[src/rtl/mfw_pkg.sv]
`timescale 1ns/1ps
package mfw_pkg;
  typedef enum logic [1:0] {
    SEL_NONE = 2'd0,
    SEL_WIN  = 2'd1,
    SEL_FLAT = 2'd2
  } sel_e;
endpackage

[src/rtl/mfw_frame_regs.sv]
`timescale 1ns/1ps
module mfw_frame_regs #(
  parameter int DW    = 8,
  parameter int FRM_W = 11
) (
  input  logic             clk,
  input  logic             rst_ni,
  input  logic             wr_lo,
  input  logic             wr_hi,
  input  logic [DW-1:0]    wdata,
  input  logic             mem_busy,
  output logic [FRM_W-1:0] frm_q
);
  localparam int HI_W = FRM_W - DW;

  logic [DW-1:0]    lo_q;
  logic [FRM_W-1:0] pval_q, cand, frm_d;
  logic             pend_q, pend_d, frm_en, pval_en;

  always_comb begin
    cand    = {wdata[HI_W-1:0], lo_q};
    frm_en  = 1'b0;
    frm_d   = cand;
    pval_en = 1'b0;
    pend_d  = pend_q;
    if (wr_hi && !mem_busy) begin
      frm_en = 1'b1;
      pend_d = 1'b0;
    end else if (wr_hi) begin
      pval_en = 1'b1;
      pend_d  = 1'b1;
    end else if (pend_q && !mem_busy) begin
      frm_en = 1'b1;
      frm_d  = pval_q;
      pend_d = 1'b0;
    end
  end

  always_ff @(posedge clk or negedge rst_ni) begin
    if (!rst_ni) begin
      lo_q   <= '0;
      frm_q  <= '0;
      pval_q <= '0;
      pend_q <= 1'b0;
    end else begin
      if (wr_lo)   lo_q   <= wdata;
      if (frm_en)  frm_q  <= frm_d;
      if (pval_en) pval_q <= cand;
      pend_q <= pend_d;
    end
  end

  AST_HOLD_WHILE_BUSY: assert property (@(posedge clk) disable iff (!rst_ni)
    mem_busy |=> $stable(frm_q));
  AST_PEND_APPLIED: assert property (@(posedge clk) disable iff (!rst_ni)
    (pend_q && !mem_busy && !wr_hi) |=> (frm_q == $past(pval_q)));
  AST_LO_STAGES_ONLY: assert property (@(posedge clk) disable iff (!rst_ni)
    (wr_lo && !pend_q) |=> $stable(frm_q));
endmodule

[src/rtl/mfw_page_reg.sv]
`timescale 1ns/1ps
module mfw_page_reg #(
  parameter int PAGE_W = 7
) (
  input  logic              clk,
  input  logic              rst_ni,
  input  logic              wr,
  input  logic [PAGE_W-1:0] wdata,
  output logic [PAGE_W-1:0] page_q
);
  always_ff @(posedge clk or negedge rst_ni) begin
    if (!rst_ni)  page_q <= '0;
    else if (wr)  page_q <= wdata;
  end

  AST_PAGE_IMMEDIATE: assert property (@(posedge clk) disable iff (!rst_ni)
    wr |=> (page_q == $past(wdata)));
endmodule

[src/rtl/mfw_wrap.sv]
`timescale 1ns/1ps
module mfw_wrap #(
  parameter int FRM_W = 11,
  parameter int STEP  = 1
) (
  input  logic [FRM_W-1:0] base,
  input  logic [FRM_W-1:0] first,
  input  logic [FRM_W-1:0] last,
  output logic [FRM_W-1:0] res
);
  localparam int SW = FRM_W + 1;

  logic [SW-1:0] span, acc;

  always_comb begin
    span = {1'b0, last} - {1'b0, first} + SW'(1);
    acc  = {1'b0, base} + SW'(STEP);
    for (int i = 0; i < STEP; i++) begin
      if (acc > {1'b0, last}) acc = acc - span;
    end
  end

  assign res = acc[FRM_W-1:0];

  always_comb begin
    if (first <= last && base >= first && base <= last) begin
      AST_WRAP_IN_RING: assert (acc <= {1'b0, last} && acc >= {1'b0, first});
    end
  end
endmodule

[src/rtl/mfw_xlate.sv]
`timescale 1ns/1ps
module mfw_xlate #(
  parameter int AW     = 16,
  parameter int DW     = 8,
  parameter int FRM_W  = 11,
  parameter int OFS_W  = 12,
  parameter int PAGE_W = 7,
  parameter int FLAT_W = 15,
  parameter int NWIN   = 3,
  parameter logic [15:0] WIN_BASE = 16'h8000,
  parameter logic [15:0] REG_BASE = 16'hFF00,
  localparam int MA_W  = (FRM_W + OFS_W > PAGE_W + FLAT_W) ? FRM_W + OFS_W : PAGE_W + FLAT_W
) (
  input  logic             clk,
  input  logic             rst_n,
  input  logic [AW-1:0]    cpu_addr,
  input  logic [DW-1:0]    cpu_wdata,
  input  logic             cpu_wr,
  input  logic             cpu_rd,
  output logic [DW-1:0]    cpu_rdata,
  input  logic             mem_busy,
  input  logic [FRM_W-1:0] ring_first,
  input  logic [FRM_W-1:0] ring_last,
  output logic             mem_req,
  output logic [MA_W-1:0]  mem_addr
);
  import mfw_pkg::*;

  localparam int TAG_W = AW - OFS_W;

  logic [1:0]        rs_q;
  logic              rst_ni;
  logic [TAG_W-1:0]  win_tag;
  sel_e              sel;
  logic              hit_lo, hit_hi, hit_pg, strobe, req_d, req_q;
  logic [FRM_W-1:0]  frm_q, sel_frm;
  logic [PAGE_W-1:0] page_q;
  logic [MA_W-1:0]   addr_d, addr_q;
  logic [FRM_W-1:0]  win_frm [NWIN];

  // reset: asserted asynchronously, released on the clock
  always_ff @(posedge clk or negedge rst_n) begin
    if (!rst_n) rs_q <= '0;
    else        rs_q <= {rs_q[0], 1'b1};
  end
  assign rst_ni = rs_q[1];

  // address decode
  assign win_tag = cpu_addr[AW-1:OFS_W] - WIN_BASE[AW-1:OFS_W];
  assign hit_lo  = (cpu_addr == REG_BASE);
  assign hit_hi  = (cpu_addr == REG_BASE + AW'(1));
  assign hit_pg  = (cpu_addr == REG_BASE + AW'(2));
  assign strobe  = cpu_wr | cpu_rd;

  always_comb begin
    if (cpu_addr >= WIN_BASE && win_tag < TAG_W'(NWIN)) sel = SEL_WIN;
    else if (cpu_addr[AW-1:FLAT_W] == '0)              sel = SEL_FLAT;
    else                                                sel = SEL_NONE;
  end

  mfw_frame_regs #(.DW(DW), .FRM_W(FRM_W)) u_frm (
    .clk      (clk),
    .rst_ni   (rst_ni),
    .wr_lo    (cpu_wr & hit_lo),
    .wr_hi    (cpu_wr & hit_hi),
    .wdata    (cpu_wdata),
    .mem_busy (mem_busy),
    .frm_q    (frm_q)
  );

  mfw_page_reg #(.PAGE_W(PAGE_W)) u_page (
    .clk    (clk),
    .rst_ni (rst_ni),
    .wr     (cpu_wr & hit_pg),
    .wdata  (cpu_wdata[PAGE_W-1:0]),
    .page_q (page_q)
  );

  for (genvar k = 0; k < NWIN; k++) begin : g_win
    mfw_wrap #(.FRM_W(FRM_W), .STEP(k)) u_wrap (
      .base  (frm_q),
      .first (ring_first),
      .last  (ring_last),
      .res   (win_frm[k])
    );
  end

  always_comb begin
    sel_frm = win_frm[0];
    for (int k = 0; k < NWIN; k++) begin
      if (win_tag == TAG_W'(k)) sel_frm = win_frm[k];
    end
  end

  always_comb begin
    req_d = strobe && (sel != SEL_NONE);
    if (sel == SEL_WIN) addr_d = MA_W'({sel_frm, cpu_addr[OFS_W-1:0]});
    else                addr_d = MA_W'({page_q, cpu_addr[FLAT_W-1:0]});
  end

  always_ff @(posedge clk or negedge rst_ni) begin
    if (!rst_ni) begin
      req_q  <= 1'b0;
      addr_q <= '0;
    end else begin
      req_q <= req_d;
      if (req_d) addr_q <= addr_d;
    end
  end

  assign mem_req  = req_q;
  assign mem_addr = addr_q;

  always_comb begin
    cpu_rdata = '0;
    if (hit_lo)      cpu_rdata = frm_q[DW-1:0];
    else if (hit_hi) cpu_rdata = DW'(frm_q[FRM_W-1:DW]);
    else if (hit_pg) cpu_rdata = DW'(page_q);
  end

  AST_REQ_NEEDS_STROBE: assert property (@(posedge clk) disable iff (!rst_ni)
    mem_req |-> $past(strobe));
  AST_NO_REQ_FOR_REGS: assert property (@(posedge clk) disable iff (!rst_ni)
    (strobe && (hit_lo || hit_hi || hit_pg)) |=> !mem_req);
  AST_REQ_SINGLE: assert property (@(posedge clk) disable iff (!rst_ni)
    (mem_req && !$past(strobe, 2)) |=> !mem_req || $past(strobe));
endmodule

[config.mk]
export PLATFORM = sky130hd
export DESIGN_NAME = mfw_xlate
export DESIGN_NICKNAME = d
export VERILOG_FILES = /design/src/rtl/mfw_pkg.sv /design/src/rtl/mfw_frame_regs.sv /design/src/rtl/mfw_page_reg.sv /design/src/rtl/mfw_wrap.sv /design/src/rtl/mfw_xlate.sv
export SDC_FILE = /design/constraint.sdc
export NUM_CORES = 1
export LEC_CHECK = 0
export ABC_AREA = 1
export BUFFER_PORTS_ARGS = -buffer_cell sky130_fd_sc_hd__buf_2
export CAP_MARGIN = 20
export CORE_MARGIN = 4
export CORE_UTILIZATION = 30
export CTS_BUF_LIST = sky130_fd_sc_hd__clkbuf_8
export DETAILED_ROUTE_END_ITERATION = 10
export GPL_TIMING_DRIVEN = 1
export RECOVER_POWER = 50
export SLEW_MARGIN = 30
export SYNTH_ARGS = -nofsm -noshare
export SYNTH_HDL_FRONTEND = slang
export SYNTH_SLANG_ARGS = --single-unit
[constraint.sdc]
create_clock -name clk -period 3 [get_ports clk]
set_clock_uncertainty 0.2 [all_clocks]
set_input_delay 0 -clock clk [delete_from_list [all_inputs] [get_ports clk]]
set_output_delay 0 -clock clk [all_outputs]
set_load 0.1 [all_outputs]
==> impl_metrics.toml <==
[run_status]
status = "complete, but fails checks"
violations = "negative setup slack"

[logic_synthesis]
ys_warn_count = 0
synth_cell_types = 52
ys_top_cells_by_area = "dfrtp_1, ha_1, nand2_1, o21ai_0, inv_1"
synth_ff_type = "dfrtp_1"
syn-mean-instance-area_um2 = 6.88
synth_top_cell_area_share_pct = 24.1
synthArstFlopShare_pct = 100
synth.ff_latch_count = 64
syn_area_um2 = 6650
yosysTopAreaCell = "dfrtp_1"
synth_nets = 1105
synth_edf_count = 0
yosysSeqAreaShare_pct = 24.1
netlist_instances = 966

[final_layout]
diodes = 0
drive_gt1_share_pct = 33.9
stdcell_area_um2 = 10100
synthToLayoutAreaGrowth_pct = 52.2
fin_nets = 1440

[sta]
period_minus_slack_ns = 4.48
slew_headroom_pct = 20.0
max_freq_ghz = 0.223
period_share_pct = 149
finalWorstSetupSlack_ns = -1.48
rsz0062_at_grt = "true"
worst_pin_slew_ns = 1.20
slew_violations = 0
setup_viol = 11
hold_viol = 0

[hold_path]
hp-class = "input port to flop"
holdPathEnd = "mem_addr[19]$_DFFE_PN0P_"
whs_path_depth = 6
worstHoldStart = "cpu_addr[15]"

[critical_path]
rr_worst_depth = 31
path_max_fanout = 6
crit_type = "flop to flop"
slowest_stage = "dfrtp_1"
cp_data_required_time_ns = 3.03
critPathLaunchType = "flop"
crit-reg2reg-capture = "mem_addr[20]$_DFFE_PN0P_"
cp_slowest_stage_delay_ns = 0.37
timing.rr.start = "u_frm.frm_q[5]$_DFFE_PN0P_"
cpMostUsedCell = "nand2_1"
cp.arrival_ns = 4.52
cp-end-kind = "flop"
r2r_slack_ns = -1.48

[die]
die_w_um = 157
chipHeight_um = 157
top_level_ports = 83
core_area_um2 = 21800
initial_core_util_pct = 30.5
die_area_um2 = 24600
fp-row-count = 54

[grt]
grt_pass1_vias = 7418
grt_max_degree = 31
antenna_found_initial = 0
grtUsageTotal_pct = 19.0
grt_overflow = 0
grt_pass1_wl_mm = 37.5

[pwr]
p_per_area_nw_per_um2 = 608
p_total_mw = 6.16
p_leak_nw = 5.20
peakVddDrop_mv = 0.386

[flow_run]
drv_cap = 0

[detailed_routing]
postRouteAntennaNets = 0
drtIter0Drc = 444
via_count = 7592
vias_per_cell = 4.79
routed_wl_mm = 23.4
firstDrtPassIters = 6
remaining_drc_errors = 0
post_drt_wl_per_cell_um = 14.7

[clock_tree]
cts-root-buf = "clkbuf_8"
cts_buffers = 9
htree_levels = 3
clock_sinks = 64
cts_tree = "done"
cts_max_path_buffers = 2
clock_latency_ns = 0.35
clk_pin_slew_ns = 0.07

[placement]
io_buffer_count = 82
gp_congestion = 0.960
dp_hpwl_mm = 18.9
place_area_um2 = 9160
-- power breakdown --
part	switching (mW)	leakage (nW)	total, mW	internal [mW]
logic	2.46	4.28	4.49	2.03
registers	0.0481	0.830	0.971	0.923
clock network	0.345	0.0882	0.693	0.348
-- per-layer routing --
layer	GRT usage, %	up-vias	wire (um)
li1	-	3865	-
met1	25.7	3448	10400
met2	32.1	248	11000
met3	2.74	31	1480
met4	4.34	0	462
met5	0	-	0
-- cell type report --
class	count	area (um^2)
tap	280	350
sequential	64	1600
inverter	150	574
clock buffer	11	151
fill	2207	11700
timing repair buffer	345	2550
multi-input combinational	731	4860
clock inverter	5	40.0
-- worst max path at each step --
stage / startpoint / cells after the start / endpoint / slack (ns)
2_1_floorplan: u_frm.frm_q[1]$_DFFE_PN0P_ / 31 / mem_addr[12]$_DFFE_PN0P_ / -1.05
3_3_place_gp: ring_last[1] / 32 / mem_addr[19]$_DFFE_PN0P_ / -1.59
3_5_place_dp: ring_last[1] / 32 / mem_addr[17]$_DFFE_PN0P_ / -1.64
4_1_cts: u_frm.frm_q[1]$_DFFE_PN0P_ / 32 / mem_addr[15]$_DFFE_PN0P_ / -1.37
5_1_grt: u_frm.frm_q[4]$_DFFE_PN0P_ / 35 / mem_addr[16]$_DFFE_PN0P_ / -1.76
6_report: u_frm.frm_q[5]$_DFFE_PN0P_ / 31 / mem_addr[20]$_DFFE_PN0P_ / -1.48
-- cells by family after synthesis --
group                    share of synthesized area, %
AO/OA/AOI/OAI                                    19.1
XOR/XNOR                                         4.35
adder cells (fa/ha/maj)                          17.0
buffers and inverters                            9.97
flip-flops                                       24.1
multiplexers                                    0.169
other                                          0.0564
AND/OR/NAND/NOR                                  25.3
-- through the flow --
stage / util, % / std cells / hold slack [ns] / TNS, ns / worst slack (ns)
4_1_cts: 45.8 / 1582 / 0.0569 / -14.56 / -1.37
2_1_floorplan: - / 966 / -0.496 / -11.10 / -1.05
3_5_place_dp: 42.0 / 1522 / -0.414 / -17.53 / -1.64
5_1_grt: 46.4 / 1586 / 0.161 / -18.98 / -1.76
3_3_place_gp: 42.0 / 1522 / -0.413 / -17.11 / -1.59
6_report: 46.4 / 1586 / 0.0666 / -15.83 / -1.48
-- sequential cells by signal, indices dropped and copies added, names as in the netlist --
register / cells
u_frm.pend_q: 1
mem_req: 1
u_frm.pval_q: 11
u_frm.lo_q: 8
u_page.page_q: 7
u_frm.frm_q: 11
rs_q: 2
mem_addr: 23
-- what timing repair did --
action | CTS | global route
pin swaps | 12 | 24
gates resized for setup | 45 | 26
hold buffers | 29 | 0
setup endpoints to repair | 11 | 14
endpoints found under the hold margin | 51 | 0
gates cloned | 2 | 0
setup buffers | 13 | 4
-- placed cells by master, fill, tap and decap left out, types with 8 or more instances in the layout --
master         count
xnor2_1            8
ha_1              66
nor2_2            11
dfrtp_1           63
inv_2             17
o21ai_2            9
nand3_1           31
inv_1            129
nand4_1           12
o21ai_1           15
nor2_1            38
a21oi_2            8
nand3_2            8
clkbuf_8          11
xor2_1            23
clkbuf_1          15
nand2_2           24
a21oi_1           74
dlygate4sd3_1     29
buf_4            222
nand2_1          221
ha_4              17
o211ai_1           8
buf_2             66
o21ai_0           87
-- critical path: cells and delay by family (launching register included) --
| family | cells | cell delay (ns) |
|---|---|---|
| and+or+nand+nor | 16 | 1.55 |
| buffers and inverters | 9 | 0.97 |
| AOI/OAI and AO/OA | 3 | 0.57 |
| adders and majority gates | 2 | 0.54 |
| DFF | 1 | 0.37 |
| xor gates and xnor gates | 1 | 0.16 |
-- synth_stat cells, types with 6 or more instances --
master    number
nor4_1         6
dfrtp_1       64
nand4_1       12
nand3_2        7
o21ai_0      109
o211ai_1       8
inv_2          8
nand2_1      233
nand3_1       33
nor2_1        46
xor2_1        25
a21oi_1       83
nand2_2       16
nor2_2         6
ha_1          84
xnor2_1        8
inv_1        141
clkbuf_1      16
No activity file was read; power rests on OpenSTA's default activity.
